### src/rtl/ptw_pkg.sv
package ptw_pkg;

   typedef enum logic [1:0] {
      ST_IDLE  = 2'd0,
      ST_ISSUE = 2'd1,
      ST_WAIT  = 2'd2,
      ST_DONE  = 2'd3
   } walk_st_e;

endpackage

### src/rtl/walk_index_sel.sv
module walk_index_sel #(
   parameter  int VA_W   = 48,
   parameter  int OFF_W  = 12,
   parameter  int IDX_W  = 9,
   parameter  int LEVELS = 4,
   localparam int LVL_W  = (LEVELS > 1) ? $clog2(LEVELS) : 1
) (
   input  logic [VA_W-1:0]  va,
   input  logic [LVL_W-1:0] lvl,
   output logic [IDX_W-1:0] idx
);

   if (OFF_W + LEVELS * IDX_W != VA_W) begin : g_bad_split
      $error("walk_index_sel: offset plus level indexes must cover the address");
   end

   logic [IDX_W-1:0] idx_arr [LEVELS];

   // level 0 takes the most significant slice
   for (genvar g = 0; g < LEVELS; g++) begin : g_slice
      assign idx_arr[g] = va[VA_W-1-g*IDX_W -: IDX_W];
   end

   assign idx = idx_arr[lvl];

   logic unused_offset;
   assign unused_offset = ^va[OFF_W-1:0];

endmodule

### src/rtl/walk_addr_gen.sv
module walk_addr_gen #(
   parameter  int FRAME_W     = 52,
   parameter  int OFF_W       = 12,
   parameter  int IDX_W       = 9,
   parameter  int ENTRY_BYTES = 8,
   localparam int ADDR_W      = FRAME_W + OFF_W,
   localparam int ESH         = $clog2(ENTRY_BYTES)
) (
   input  logic [FRAME_W-1:0] base,
   input  logic [IDX_W-1:0]   idx,
   output logic [ADDR_W-1:0]  addr
);

   if ((1 << ESH) == ENTRY_BYTES && IDX_W + ESH == OFF_W) begin : g_concat
      // table fills the page exactly: address is a plain bit join
      assign addr = {base, idx, {ESH{1'b0}}};
   end else begin : g_sum
      assign addr = {base, {OFF_W{1'b0}}} + ADDR_W'(idx) * ADDR_W'(ENTRY_BYTES);
   end

endmodule

### src/rtl/walk_entry_dec.sv
module walk_entry_dec #(
   parameter  int ENT_W    = 64,
   parameter  int FRAME_W  = 52,
   parameter  int B_PRES   = 0,
   parameter  int B_WR     = 1,
   parameter  int B_USR    = 2,
   parameter  int B_DIRTY  = 3,
   localparam int FRAME_LO = ENT_W - FRAME_W
) (
   input  logic [ENT_W-1:0]   entry,
   output logic               present,
   output logic               writable,
   output logic               user,
   output logic               dirty,
   output logic [FRAME_W-1:0] frame
);

   if (B_PRES >= FRAME_LO || B_WR >= FRAME_LO || B_USR >= FRAME_LO || B_DIRTY >= FRAME_LO)
   begin : g_bad_flags
      $error("walk_entry_dec: flag bits must sit below the frame field");
   end

   assign present  = entry[B_PRES];
   assign writable = entry[B_WR];
   assign user     = entry[B_USR];
   assign dirty    = entry[B_DIRTY];
   assign frame    = entry[ENT_W-1:FRAME_LO];

   logic unused_low;
   assign unused_low = ^entry[FRAME_LO-1:0];

endmodule

### src/rtl/walk_ctrl.sv
module walk_ctrl
   import ptw_pkg::*;
#(
   parameter  int VA_W    = 48,
   parameter  int OFF_W   = 12,
   parameter  int FRAME_W = 52,
   parameter  int LEVELS  = 4,
   localparam int LVL_W   = (LEVELS > 1) ? $clog2(LEVELS) : 1,
   localparam int ADDR_W  = FRAME_W + OFF_W
) (
   input  logic               clk,
   input  logic               rst_n,
   input  logic               req_valid,
   output logic               req_ready,
   input  logic [VA_W-1:0]    req_vaddr,
   input  logic [FRAME_W-1:0] req_root,
   output logic [VA_W-1:0]    va_q,
   output logic [LVL_W-1:0]   lvl_q,
   output logic [FRAME_W-1:0] base_q,
   output logic               mem_req_valid,
   input  logic               mem_req_ready,
   input  logic               mem_rsp_valid,
   input  logic               ent_present,
   input  logic               ent_writable,
   input  logic               ent_user,
   input  logic               ent_dirty,
   input  logic [FRAME_W-1:0] ent_frame,
   output logic               rsp_valid,
   output logic               rsp_fault,
   output logic [LVL_W-1:0]   rsp_level,
   output logic [FRAME_W-1:0] rsp_pfn,
   output logic [2:0]         rsp_perm,
   output logic [ADDR_W-1:0]  rsp_paddr
);

   localparam logic [LVL_W-1:0] LAST_LVL = LVL_W'(LEVELS - 1);

   walk_st_e st_q;

   always_ff @(posedge clk or negedge rst_n) begin
      if (!rst_n) begin
         st_q      <= ST_IDLE;
         va_q      <= '0;
         lvl_q     <= '0;
         base_q    <= '0;
         rsp_fault <= 1'b0;
         rsp_level <= '0;
         rsp_pfn   <= '0;
         rsp_perm  <= '0;
         rsp_paddr <= '0;
      end else begin
         unique case (st_q)
            ST_IDLE: begin
               if (req_valid) begin
                  va_q   <= req_vaddr;
                  base_q <= req_root;
                  lvl_q  <= '0;
                  st_q   <= ST_ISSUE;
               end
            end
            ST_ISSUE: begin
               if (mem_req_ready) st_q <= ST_WAIT;
            end
            ST_WAIT: begin
               if (mem_rsp_valid) begin
                  if (!ent_present) begin
                     rsp_fault <= 1'b1;
                     rsp_level <= lvl_q;
                     rsp_pfn   <= '0;
                     rsp_perm  <= '0;
                     rsp_paddr <= '0;
                     st_q      <= ST_DONE;
                  end else if (lvl_q == LAST_LVL) begin
                     rsp_fault <= 1'b0;
                     rsp_level <= lvl_q;
                     rsp_pfn   <= ent_frame;
                     rsp_perm  <= {ent_dirty, ent_user, ent_writable};
                     rsp_paddr <= {ent_frame, va_q[OFF_W-1:0]};
                     st_q      <= ST_DONE;
                  end else begin
                     base_q <= ent_frame;
                     lvl_q  <= lvl_q + 1'b1;
                     st_q   <= ST_ISSUE;
                  end
               end
            end
            default: begin
               st_q <= ST_IDLE;
            end
         endcase
      end
   end

   assign req_ready     = (st_q == ST_IDLE);
   assign mem_req_valid = (st_q == ST_ISSUE);
   assign rsp_valid     = (st_q == ST_DONE);

   AST_ONE_WALK: assert property (@(posedge clk) disable iff (!rst_n) (req_valid && req_ready) |=> !req_ready);
   AST_RSP_PULSE: assert property (@(posedge clk) disable iff (!rst_n) rsp_valid |=> (!rsp_valid && req_ready));
   AST_GOOD_AT_LAST: assert property (@(posedge clk) disable iff (!rst_n) (rsp_valid && !rsp_fault) |-> (rsp_level == LAST_LVL));
   AST_FAULT_CLEAN: assert property (@(posedge clk) disable iff (!rst_n) (rsp_valid && rsp_fault) |-> (rsp_pfn == '0 && rsp_perm == '0 && rsp_paddr == '0));
   AST_HOLD_RESULT: assert property (@(posedge clk) disable iff (!rst_n) (req_ready && !req_valid) |=> $stable(rsp_pfn) && $stable(rsp_fault));

endmodule

### src/rtl/ptw_walker.sv
module ptw_walker #(
   parameter  int VA_W        = 48,
   parameter  int OFF_W       = 12,
   parameter  int IDX_W       = 9,
   parameter  int LEVELS      = 4,
   parameter  int FRAME_W     = 52,
   parameter  int ENT_W       = 64,
   parameter  int ENTRY_BYTES = 8,
   localparam int LVL_W       = (LEVELS > 1) ? $clog2(LEVELS) : 1,
   localparam int ADDR_W      = FRAME_W + OFF_W
) (
   input  logic               clk,
   input  logic               rst_n,
   input  logic               req_valid,
   output logic               req_ready,
   input  logic [VA_W-1:0]    req_vaddr,
   input  logic [FRAME_W-1:0] req_root,
   output logic               mem_req_valid,
   input  logic               mem_req_ready,
   output logic [ADDR_W-1:0]  mem_req_addr,
   input  logic               mem_rsp_valid,
   input  logic [ENT_W-1:0]   mem_rsp_data,
   output logic               rsp_valid,
   output logic               rsp_fault,
   output logic [LVL_W-1:0]   rsp_level,
   output logic [FRAME_W-1:0] rsp_pfn,
   output logic [2:0]         rsp_perm,
   output logic [ADDR_W-1:0]  rsp_paddr
);

   localparam int ESH = $clog2(ENTRY_BYTES);

   if (ENT_W - OFF_W != FRAME_W) begin : g_bad_entry
      $error("ptw_walker: entry frame field must equal the frame width");
   end
   if (ENT_W != ENTRY_BYTES * 8) begin : g_bad_bytes
      $error("ptw_walker: entry width must match the entry byte size");
   end

   logic [VA_W-1:0]    va_q;
   logic [LVL_W-1:0]   lvl_q;
   logic [FRAME_W-1:0] base_q;
   logic [IDX_W-1:0]   cur_idx;
   logic               ent_present;
   logic               ent_writable;
   logic               ent_user;
   logic               ent_dirty;
   logic [FRAME_W-1:0] ent_frame;

   walk_index_sel #(
      .VA_W   (VA_W),
      .OFF_W  (OFF_W),
      .IDX_W  (IDX_W),
      .LEVELS (LEVELS)
   ) u_idx (
      .va  (va_q),
      .lvl (lvl_q),
      .idx (cur_idx)
   );

   walk_addr_gen #(
      .FRAME_W     (FRAME_W),
      .OFF_W       (OFF_W),
      .IDX_W       (IDX_W),
      .ENTRY_BYTES (ENTRY_BYTES)
   ) u_addr (
      .base (base_q),
      .idx  (cur_idx),
      .addr (mem_req_addr)
   );

   walk_entry_dec #(
      .ENT_W   (ENT_W),
      .FRAME_W (FRAME_W)
   ) u_dec (
      .entry    (mem_rsp_data),
      .present  (ent_present),
      .writable (ent_writable),
      .user     (ent_user),
      .dirty    (ent_dirty),
      .frame    (ent_frame)
   );

   walk_ctrl #(
      .VA_W    (VA_W),
      .OFF_W   (OFF_W),
      .FRAME_W (FRAME_W),
      .LEVELS  (LEVELS)
   ) u_ctrl (
      .clk           (clk),
      .rst_n         (rst_n),
      .req_valid     (req_valid),
      .req_ready     (req_ready),
      .req_vaddr     (req_vaddr),
      .req_root      (req_root),
      .va_q          (va_q),
      .lvl_q         (lvl_q),
      .base_q        (base_q),
      .mem_req_valid (mem_req_valid),
      .mem_req_ready (mem_req_ready),
      .mem_rsp_valid (mem_rsp_valid),
      .ent_present   (ent_present),
      .ent_writable  (ent_writable),
      .ent_user      (ent_user),
      .ent_dirty     (ent_dirty),
      .ent_frame     (ent_frame),
      .rsp_valid     (rsp_valid),
      .rsp_fault     (rsp_fault),
      .rsp_level     (rsp_level),
      .rsp_pfn       (rsp_pfn),
      .rsp_perm      (rsp_perm),
      .rsp_paddr     (rsp_paddr)
   );

   // reads since the last accepted request, for the per-walk read count check
   logic [LVL_W:0] chk_reads_q;

   always_ff @(posedge clk or negedge rst_n) begin
      if (!rst_n) begin
         chk_reads_q <= '0;
      end else if (req_valid && req_ready) begin
         chk_reads_q <= '0;
      end else if (mem_req_valid && mem_req_ready) begin
         chk_reads_q <= chk_reads_q + 1'b1;
      end
   end

   AST_REQ_HOLD: assert property (@(posedge clk) disable iff (!rst_n) (mem_req_valid && !mem_req_ready) |=> (mem_req_valid && $stable(mem_req_addr)));
   AST_ADDR_ALIGN: assert property (@(posedge clk) disable iff (!rst_n) mem_req_valid |-> (mem_req_addr[ESH-1:0] == '0));
   AST_READS_PER_WALK: assert property (@(posedge clk) disable iff (!rst_n) rsp_valid |-> (chk_reads_q == {1'b0, rsp_level} + 1'b1));
   AST_IDLE_QUIET: assert property (@(posedge clk) disable iff (!rst_n) req_ready |-> !mem_req_valid);

endmodule

### config.mk
export PLATFORM = sky130hd
export DESIGN_NAME = ptw_walker
export DESIGN_NICKNAME = d
export VERILOG_FILES = /design/src/rtl/ptw_pkg.sv /design/src/rtl/walk_index_sel.sv /design/src/rtl/walk_addr_gen.sv /design/src/rtl/walk_entry_dec.sv /design/src/rtl/walk_ctrl.sv /design/src/rtl/ptw_walker.sv
export SDC_FILE = /design/constraint.sdc
export NUM_CORES = 1
export LEC_CHECK = 0
export ABC_AREA = 1
export BUFFER_PORTS_ARGS = -buffer_cell sky130_fd_sc_hd__buf_2
export CAP_MARGIN = 20
export CORE_MARGIN = 10
export CORE_UTILIZATION = 39
export DETAILED_ROUTE_END_ITERATION = 12
export GPL_TIMING_DRIVEN = 0
export PLACE_DENSITY = 0.79
export SETUP_SLACK_MARGIN = 0.5
export SKIP_LAST_GASP = 1
export SYNTH_ARGS = -nofsm -noshare
export SYNTH_HDL_FRONTEND = slang
export SYNTH_SLANG_ARGS = --single-unit
### constraint.sdc
create_clock -name clk -period 1.5 [get_ports clk]
set_input_delay 0.45 -clock clk [delete_from_list [all_inputs] [get_ports clk]]
set_output_delay 0.45 -clock clk [all_outputs]
set_load 0.005 [all_outputs]
Word level (Yosys, flattened, before mapping)
Cells that the tools add are included.
{"block": "totals", "out_inout_bits": 189, "word_cells": 57, "reg_bits": 226}
{"block": "classes", "bitwise": 1, "muxes": 29, "n_eq_ne": 10, "n_lt_le_gt_ge": 1, "reduce_logical": 6, "add_sub_neg": 1}
{"cell": "52-bit two-way mux", "n": 6}
{"cell": "64-bit two-way mux", "n": 2}
{"cell": "52-bit one-hot mux with 2 select lines", "n": 1}
{"cell": "2-bit two-way mux", "n": 11}
{"cell": "9-bit binary-select mux with 2-bit select", "n": 1}
{"cell": "9-bit two-way mux", "n": 2}
{"cell": "2-bit inequality test, second input constant", "n": 4}
{"cell": "2-bit equality test, second input constant", "n": 3}
{"cell": "3-bit two-way mux", "n": 2}
{"cell": "2-bit one-hot mux with 3 select lines", "n": 1}
{"cell": "3-bit AND reduction", "n": 2}
{"cell": "5-bit AND reduction", "n": 1}
{"cell": "2-bit by 1-bit inequality test with 1-bit output, second input constant", "n": 2}
{"cell": "2-bit one-hot mux with 2 select lines", "n": 1}
{"cell": "3-bit >= comparator, second input constant", "n": 1}
{"cell": "2-bit inverter with 3-bit output", "n": 1}
{"cell": "2-bit by 1-bit adder with 2-bit output, second input constant", "n": 1}
{"cell": "2-bit by 1-bit equality test with 1-bit output, second input constant", "n": 1}
{"cell": "2-bit logical NOT", "n": 1}
{"cell": "1-bit two-way mux", "n": 2}
{"cell": "2-bit AND reduction", "n": 1}
{"cell": "2-bit nonzero test", "n": 1}

Depth between registers and ports, before layout
Gate-level depths: netlist of the first run.
{"block": "depth", "word_depth": 5, "depth_mapped": 9, "mapped_depth_nobuf": 7}

Modules after synthesis
A second synthesis of the first run with hierarchy kept.
{"block": "hier_totals", "cells_unflattened": 1219, "hier_area_um2": 9335.2}
{"mod": "walk_ctrl", "area_per_inst_um2": 7938.9, "seq_area_each_um2": 4354.2, "n_inst": 1, "cells_each": 993}
{"mod": "walk_index_sel", "area_per_inst_um2": 491.7, "seq_area_each_um2": 0.0, "n_inst": 1, "cells_each": 105}
{"mod": "walk_addr_gen", "area_per_inst_um2": 484.2, "seq_area_each_um2": 0.0, "n_inst": 1, "cells_each": 65}
{"mod": "walk_entry_dec", "area_per_inst_um2": 420.4, "seq_area_each_um2": 0.0, "n_inst": 1, "cells_each": 56}

Worst setup path before layout of the first run
OpenSTA, ideal clock, no wires.
{"block": "synth_timing", "path_kind": "register -> output", "from": "register u_ctrl.lvl_q[0]", "to": "output port mem_req_addr[10]", "t_required_ns": 1.050, "arrival_ns": 1.061, "path_buffers": 1, "stages_incl_launch_ff": 5, "slack_ns": -0.011, "cell_sequence": "dfrtp_1 > inv_1 > clkbuf_1 > nor2_1 > o22ai_1"}
{"block": "synth_via", "elab_chain_len": 4}
{"element": "from (decl)", "line_no": "walk_ctrl.sv:18", "text": "output logic [LVL_W-1:0] lvl_q,"}
{"element": "from (signal assigned)", "line_no": "walk_ctrl.sv:82", "text": "lvl_q <= lvl_q + 1'b1;"}
{"element": "2-bit inverter with 3-bit output (not written as such)", "line_no": "walk_index_sel.sv:24", "text": "assign idx = idx_arr[lvl];"}
{"element": "9-bit binary-select mux with 2-bit select", "line_no": "walk_index_sel.sv:24"}
{"element": "9-bit two-way mux (not written as such) (2 in a row)", "line_no": "walk_index_sel.sv:24"}
{"element": "to (decl)", "line_no": "ptw_walker.sv:20", "text": "output logic [ADDR_W-1:0] mem_req_addr,"}
No other way between the ends. The select of a mux whose other input is x is not followed.

Worst setup path in the final report of the first run
{"block": "layout_timing", "from": "register u_ctrl.lvl_q[0]", "to": "output port mem_req_addr[7]"}
Same word-level chain as after synthesis.

==> impl_metrics.toml, run 1 <==
[power]
p_seq_frac = 0.253
power_density_nw_per_um2 = 2110
power_mw = 33.6
p_comb_frac = 0.613
ir_drop_mv = 1.11
intPower_mw = 20.1
power.switching_mw = 13.5
swShare = 0.401
cellLeakagePower_nw = 8.68
p_clk_frac = 0.134

[clocking]
cts_made_buffers = 17
clock-sinks = 174
h-tree-depth = 4
cts_tree = "yes"
cts_buffer_depth = 2
worstSkewPairLatency_ns = 0.44
clk_pin_slew_worst_paths_ns = 0.07
postCtsHoldBufs = 0
root_buffer = "clkbuf_16"

[status]
status = "finished, violations left"
violations = "hold timing, setup timing"

[floorplan]
coreArea_um2 = 20900
io_pins = 358
die-area_um2 = 27300
die_height_um = 165
rows = 53
die_x_um = 165
initial_utilization = 0.394

[sta]
hold_slack_ns = -0.0899
slew_headroom = 0.572
fin_ws_ns = -0.587
finalClockSkew_ns = 0.0151
worst_slew_pin_slew_ns = 0.642
setup_tns_ns = -60.95
setup_viol = 237
final_max_slew_viol_count = 0
grt_setup_unrepaired = "true"
fin_crit_sh = 1.39
fin_crit_ns = 2.09
finalHoldViolCount = 45
clock.fmax_ghz = 0.479

[setup_path]
startpoint = "u_ctrl.lvl_q[0]$_DFFE_PN0P_"
cp_data_arrival_time_ns = 1.64
worstSetupPathType = "reg2out"
r2r_start = "u_ctrl.st_q[0]$_DFFE_PN0P_"
reg2reg_to = "u_ctrl.base_q[23]$_DFFE_PN0P_"
reg2reg_slack_ns = -0.43
path_cells = "clkinv_4 -> clkbuf_16 -> o21ai_2 -> o22ai_2 -> buf_2"
slowest_stage = "dfrtp_2"
reg2reg_depth = 12
max_stage_delay_ns = 0.44
cp-start-kind = "flop"
worstPathMaxFanout = 5
cp_num_buf_inv = 3
worst_setup_path_end_kind = "output pin"
path_delay_family = "flip-flops"
critPathRequiredTime_ns = 1.05

[finish]
finish.utilization = 0.761
area_growth_pct = 93.0
layout_commonest_cell = "buf_2"
layout.nets = 1820
layout.cells.non_filler = 1942
drive_gt1_frac = 0.633
final_cell_mix = "buf_2, nand2_1, nand2_2"

[global_routing]
grt_pass1_vias = 10288
track_usage = 0.268
grt-ovfl-total = 0
grt_pass1_wl_um = 56800
antenna_found_initial = 7
grt_max_degree = 90

[drt]
initialDrtViolationCount = 984
drc_errors = 0
dr.pass1.iters = 8
drt_wl_total_um = 43400
vias = 10434
viasPerCell = 5.37
wl_per_cell_um = 22.3
ant_nets = 0

[place]
dp_hpwl_um = 23700
place_congestion = 0.898
port_buffers = 346
placed_cells = 1672

[job]
cap_violations = 0

[synth]
yosysWarnings = 0
ys_seq_area_frac = 0.528
post_synth_num_cell_types = 24
synthesis.area_um2 = 8240
synth_seq_cells = 174
synth.avg_cell_area_um2 = 7.86
syn_inst = 1048

[hold_path]
worstHoldPathType = "in2async"
## routing by layer
metal	wire, um	GRT usage
met2	22300	0.472
met3	4290	0.0687
met5	68	0
met4	1960	0.104
met1	14800	0.305
## repair_timing
| item | in CTS | in global routing |
|---|---|---|
| pin swaps | 113 | 56 |
| buffers inserted | 136 | 70 |
| gates cloned | 27 | 1 |
| endpoints found under the hold margin | 0 | 35 |
| endpoints found under the setup margin | 360 | 403 |
| resized for setup | 423 | 269 |
## synth_stat cells (all sizes together)
| cell | instances | area share |
|---|---|---|
| nand2 | 521 | 0.24 |
| dfrtp | 174 | 0.53 |
| nand3 | 157 | 0.097 |
| buf | 111 | 0.088 |
| nor2 | 25 | 0.014 |
| o21ai | 22 | 0.013 |
| clkbuf | 12 | 0.0055 |
| inv | 11 | 0.0050 |
| o22ai | 9 | 0.0068 |
| a21oi | 2 | 0.0017 |
| conb | 1 | 0.00046 |
| ha | 1 | 0.0015 |
| nor3 | 1 | 0.00061 |
| o21a | 1 | 0.00091 |
## worst reg2reg max path: stages, from the launching register on
cell and delay (ns):
dfrtp_1 0.38, buf_6 0.13, buf_12 0.12, nor2_4 0.21, buf_6 0.13, buf_6 0.08, buf_6 0.11, nand2_8 0.07
nand3_4 0.20, buf_6 0.14, buf_6 0.13, nand2_2 0.07, nand2_1 0.10
## power by group through the flow
stage / clock (mW) / sequential, mW / combinational [mW]
after global placement: 0 / 7.84 / 10.1
final: 4.52 / 8.49 / 20.6
after CTS: 4.49 / 8.10 / 16.9
after detailed placement: 0 / 7.92 / 10.4
after floorplan: 0 / 7.84 / 5.95
after global routing: 4.73 / 8.64 / 21.8
## cell families (layout without fill, tap and decap cells)
kind of cell             Yosys count  after routing  share of synthesized area
AO/OA/AOI/OAI                     34             34                     0.0228
other                              1              7                   0.000455
adder cells (fa/ha/maj)            1              1                    0.00152
AND/OR/NAND/NOR                  704            705                      0.348
flip-flops                       174            174                      0.528
buffers and inverters            134            746                     0.0984
## worst max-delay path by stage
stage	end	slack, ns	cells past startpoint
final	mem_req_addr[7]	-0.59	5
after global routing	mem_req_addr[7]	-0.61	5
after CTS	mem_req_addr[6]	-0.48	5
after detailed placement	mem_req_addr[6]	-0.16	4
after global placement	u_ctrl.base_q[25]$_DFFE_PN0P_	-2.83	1
after floorplan	u_ctrl.rsp_pfn[22]$_DFFE_PN0P_	0.19	9
## area by class of cell
class                   instances  area [um2]
diodes                          4        10.0
plain buffers                 123        1430
clock buffers                  20         457
clock inverters                12         125
fillers                      1262        4990
inverters                      11        63.8
multi-input cells             743        4410
flip-flops and latches        174        4370
well taps                     275         344
repair buffers                580        4700
## sequential cells by signal, indices dropped and copies added, names as in the netlist
register / cells
u_ctrl.rsp_paddr: 13
u_ctrl.rsp_fault: 1
u_ctrl.st_q: 2
u_ctrl.rsp_level: 2
u_ctrl.va_q: 48
u_ctrl.rsp_perm: 3
u_ctrl.rsp_pfn: 51
u_ctrl.base_q: 52
u_ctrl.lvl_q: 2
## metrics by stage
stage	worst slack, ns	instance area, um2
3_5_place_dp	-0.160	10600
2_1_floorplan	0.186	8490
4_1_cts	-0.477	14400
5_1_grt	-0.613	15900
6_report	-0.587	15900
3_3_place_gp	-2.83	10600
Note: power is estimated with default switching activity, not from simulation.
==> run 2, diff against run 1 <==
--- a/config.mk
+++ b/config.mk
@@ -10,6 +10,7 @@
 export CAP_MARGIN = 20
 export CORE_MARGIN = 10
 export CORE_UTILIZATION = 39
+export CTS_BUF_LIST = sky130_fd_sc_hd__clkbuf_8
 export DETAILED_ROUTE_END_ITERATION = 12
 export GPL_TIMING_DRIVEN = 0
 export PLACE_DENSITY = 0.79
==> constraint.sdc (replaced) <==
create_clock -name clk -period 1.5 [get_ports clk]
set_input_delay 0.3 -clock clk [delete_from_list [all_inputs] [get_ports clk]]
set_output_delay 0.3 -clock clk [all_outputs]
set_load 0.005 [all_outputs]
==> impl_metrics.toml, run 2 (synthesized netlist as in run 1, its figures left out) <==
[drt]
dr_wl_met3_um = 3320
top_layer = "met5"
m1WireLength_um = 13400
drc_errors = 0
vias = 9151
wl_per_cell_um = 19.7
dr_wl_met2_um = 17700
dr.pass1.iters = 6
drt_wl_total_um = 35400
viasPerCell = 5.08
initialDrtViolationCount = 743
ant_nets = 0

[setup_path]
critPathRequiredTime_ns = 1.20
path_delay_family = "flip-flops"
cp_data_arrival_time_ns = 1.59
cp-start-kind = "flop"
reg2reg_depth = 12
crit_cells = 4
slowest_stage = "dfrtp_2"
max_stage_delay_ns = 0.43
cp_num_buf_inv = 2
path_cells = "clkbuf_8 -> o21ai_1 -> o22ai_2 -> buf_2"
worstPathMaxFanout = 10
worstSetupPathType = "reg2out"
worst_setup_path_end_kind = "output pin"

[clocking]
root_buffer = "clkbuf_8"
clk_pin_slew_worst_paths_ns = 0.10
cts_buffer_depth = 2
h-tree-depth = 4
clock-sinks = 174
cts_made_buffers = 17
worstSkewPairLatency_ns = 0.45
cts_tree = "yes"

[place]
place_congestion = 0.895
port_buffers = 346
dp_hpwl_um = 23500

[finish]
n_antenna_cell = 0
largest_reg_flops = 52
layout.nets = 1687
area_growth_pct = 66.3
layout_commonest_cell = "nand2_1"
drive_gt1_frac = 0.474
finish.utilization = 0.656
regMostFlops = "u_ctrl.base_q"
final_cell_mix = "nand2_1, buf_2, dfrtp_1"
top_regs = "u_ctrl.base_q: 52 flops, u_ctrl.rsp_pfn: 51 flops, u_ctrl.va_q: 48 flops"

[floorplan]
coreArea_um2 = 20900
io_pins = 358
initial_utilization = 0.394
die-area_um2 = 27300
die_x_um = 165
die_height_um = 165
rows = 53

[sta]
fin_crit_sh = 1.26
worst_slew_pin_slew_ns = 0.760
clock.fmax_ghz = 0.529
setup_viol = 184
setup_tns_ns = -41.85
hold_slack_ns = -0.174
final_max_slew_viol_count = 0
fin_crit_ns = 1.89
slew_headroom = 0.493
finalHoldViolCount = 86
fin_ws_ns = -0.391
grt_setup_unrepaired = "true"
finalClockSkew_ns = 0.0130

[status]
status = "finished, violations left"
violations = "hold timing, setup timing"

[power]
ir_drop_mv = 1.10
power_density_nw_per_um2 = 2000
cellLeakagePower_nw = 7.68

[global_routing]
grt-ovfl-total = 0
grt_pass1_vias = 9506
grt_max_degree = 89
track_usage = 0.252
antenna_found_initial = 5
grt_pass1_wl_um = 53000

[hold_path]
worstHoldPathType = "in2async"

[job]
cap_violations = 0
-- run 2: cell count changes in the layout (fill, tap and decap cells not counted), sizes merged --
cell	previous run	this run
buf	691	554
bufbuf	0	3
bufinv	1	2
clkinv	6	1
clkinvlp	1	6
diode	4	0
inv	15	14
nand3	158	157
-- run 2: layout make-up --
class	instances	area [um2]
clock buffers	18	248
multi-input cells	742	3630
repair buffers	448	3520
flip-flops and latches	174	4360
clock inverters	12	136
inverters	11	58.8
plain buffers	123	1410
well taps	275	344
fillers	1631	7190
-- run 2: metrics by stage --
stage / std cells / power, mW / instance area [um2] / worst slack [ns]
4_1_cts: 1799 / 26.8 / 13400 / -0.361
5_1_grt: 1803 / 29.2 / 13700 / -0.437
3_3_place_gp: 1671 / 18.0 / 10600 / -2.67
3_5_place_dp: 1672 / 18.3 / 10600 / -0.268
2_1_floorplan: 1050 / 13.8 / 8490 / 0.212
6_report: 1803 / 27.5 / 13700 / -0.391
-- run 2: worst paths after layout --
| check | slack [ns] | start | to |
|---|---|---|---|
| worst max-delay path | -0.39 | u_ctrl.lvl_q[0]$_DFFE_PN0P_ | mem_req_addr[11] |
| worst min-delay path | -0.17 | rst_n | u_ctrl.rsp_perm[1]$_DFFE_PN0P_ |
| worst max register to register | -0.36 | u_ctrl.lvl_q[0]$_DFFE_PN0P_ | u_ctrl.base_q[29]$_DFFE_PN0P_ |
| worst min register to register | 0.48 | u_ctrl.base_q[50]$_DFFE_PN0P_ | u_ctrl.base_q[50]$_DFFE_PN0P_ |
| max in group asynchronous | 0.76 | rst_n | u_ctrl.rsp_paddr[63]$_DFFE_PN0P_ |
| min in group clk | 0.03 | mem_rsp_data[1] | u_ctrl.rsp_perm[0]$_DFFE_PN0P_ |
-- run 2: power by group --
group | switching (mW) | leakage (nW) | internal [mW]
Combinational | 7.44 | 5.29 | 8.45
Clock | 1.84 | 0.176 | 1.52
Sequential | 1.55 | 2.21 | 6.67
Total | 10.8 | 7.68 | 16.6
-- run 2: routing by layer --
metal	global-route usage	vias to the layer above
li1	-	4195
met1	0.295	4383
met2	0.438	487
met3	0.0716	78
met4	0.0790	8
met5	0	-
-- run 2: repair_timing --
item,in CTS,in global routing
setup buffers,74,2
endpoints found under the hold margin,86,86
pin swaps,36,16
setup endpoints to repair,360,360
gates resized for setup,324,55
gates cloned,23,2
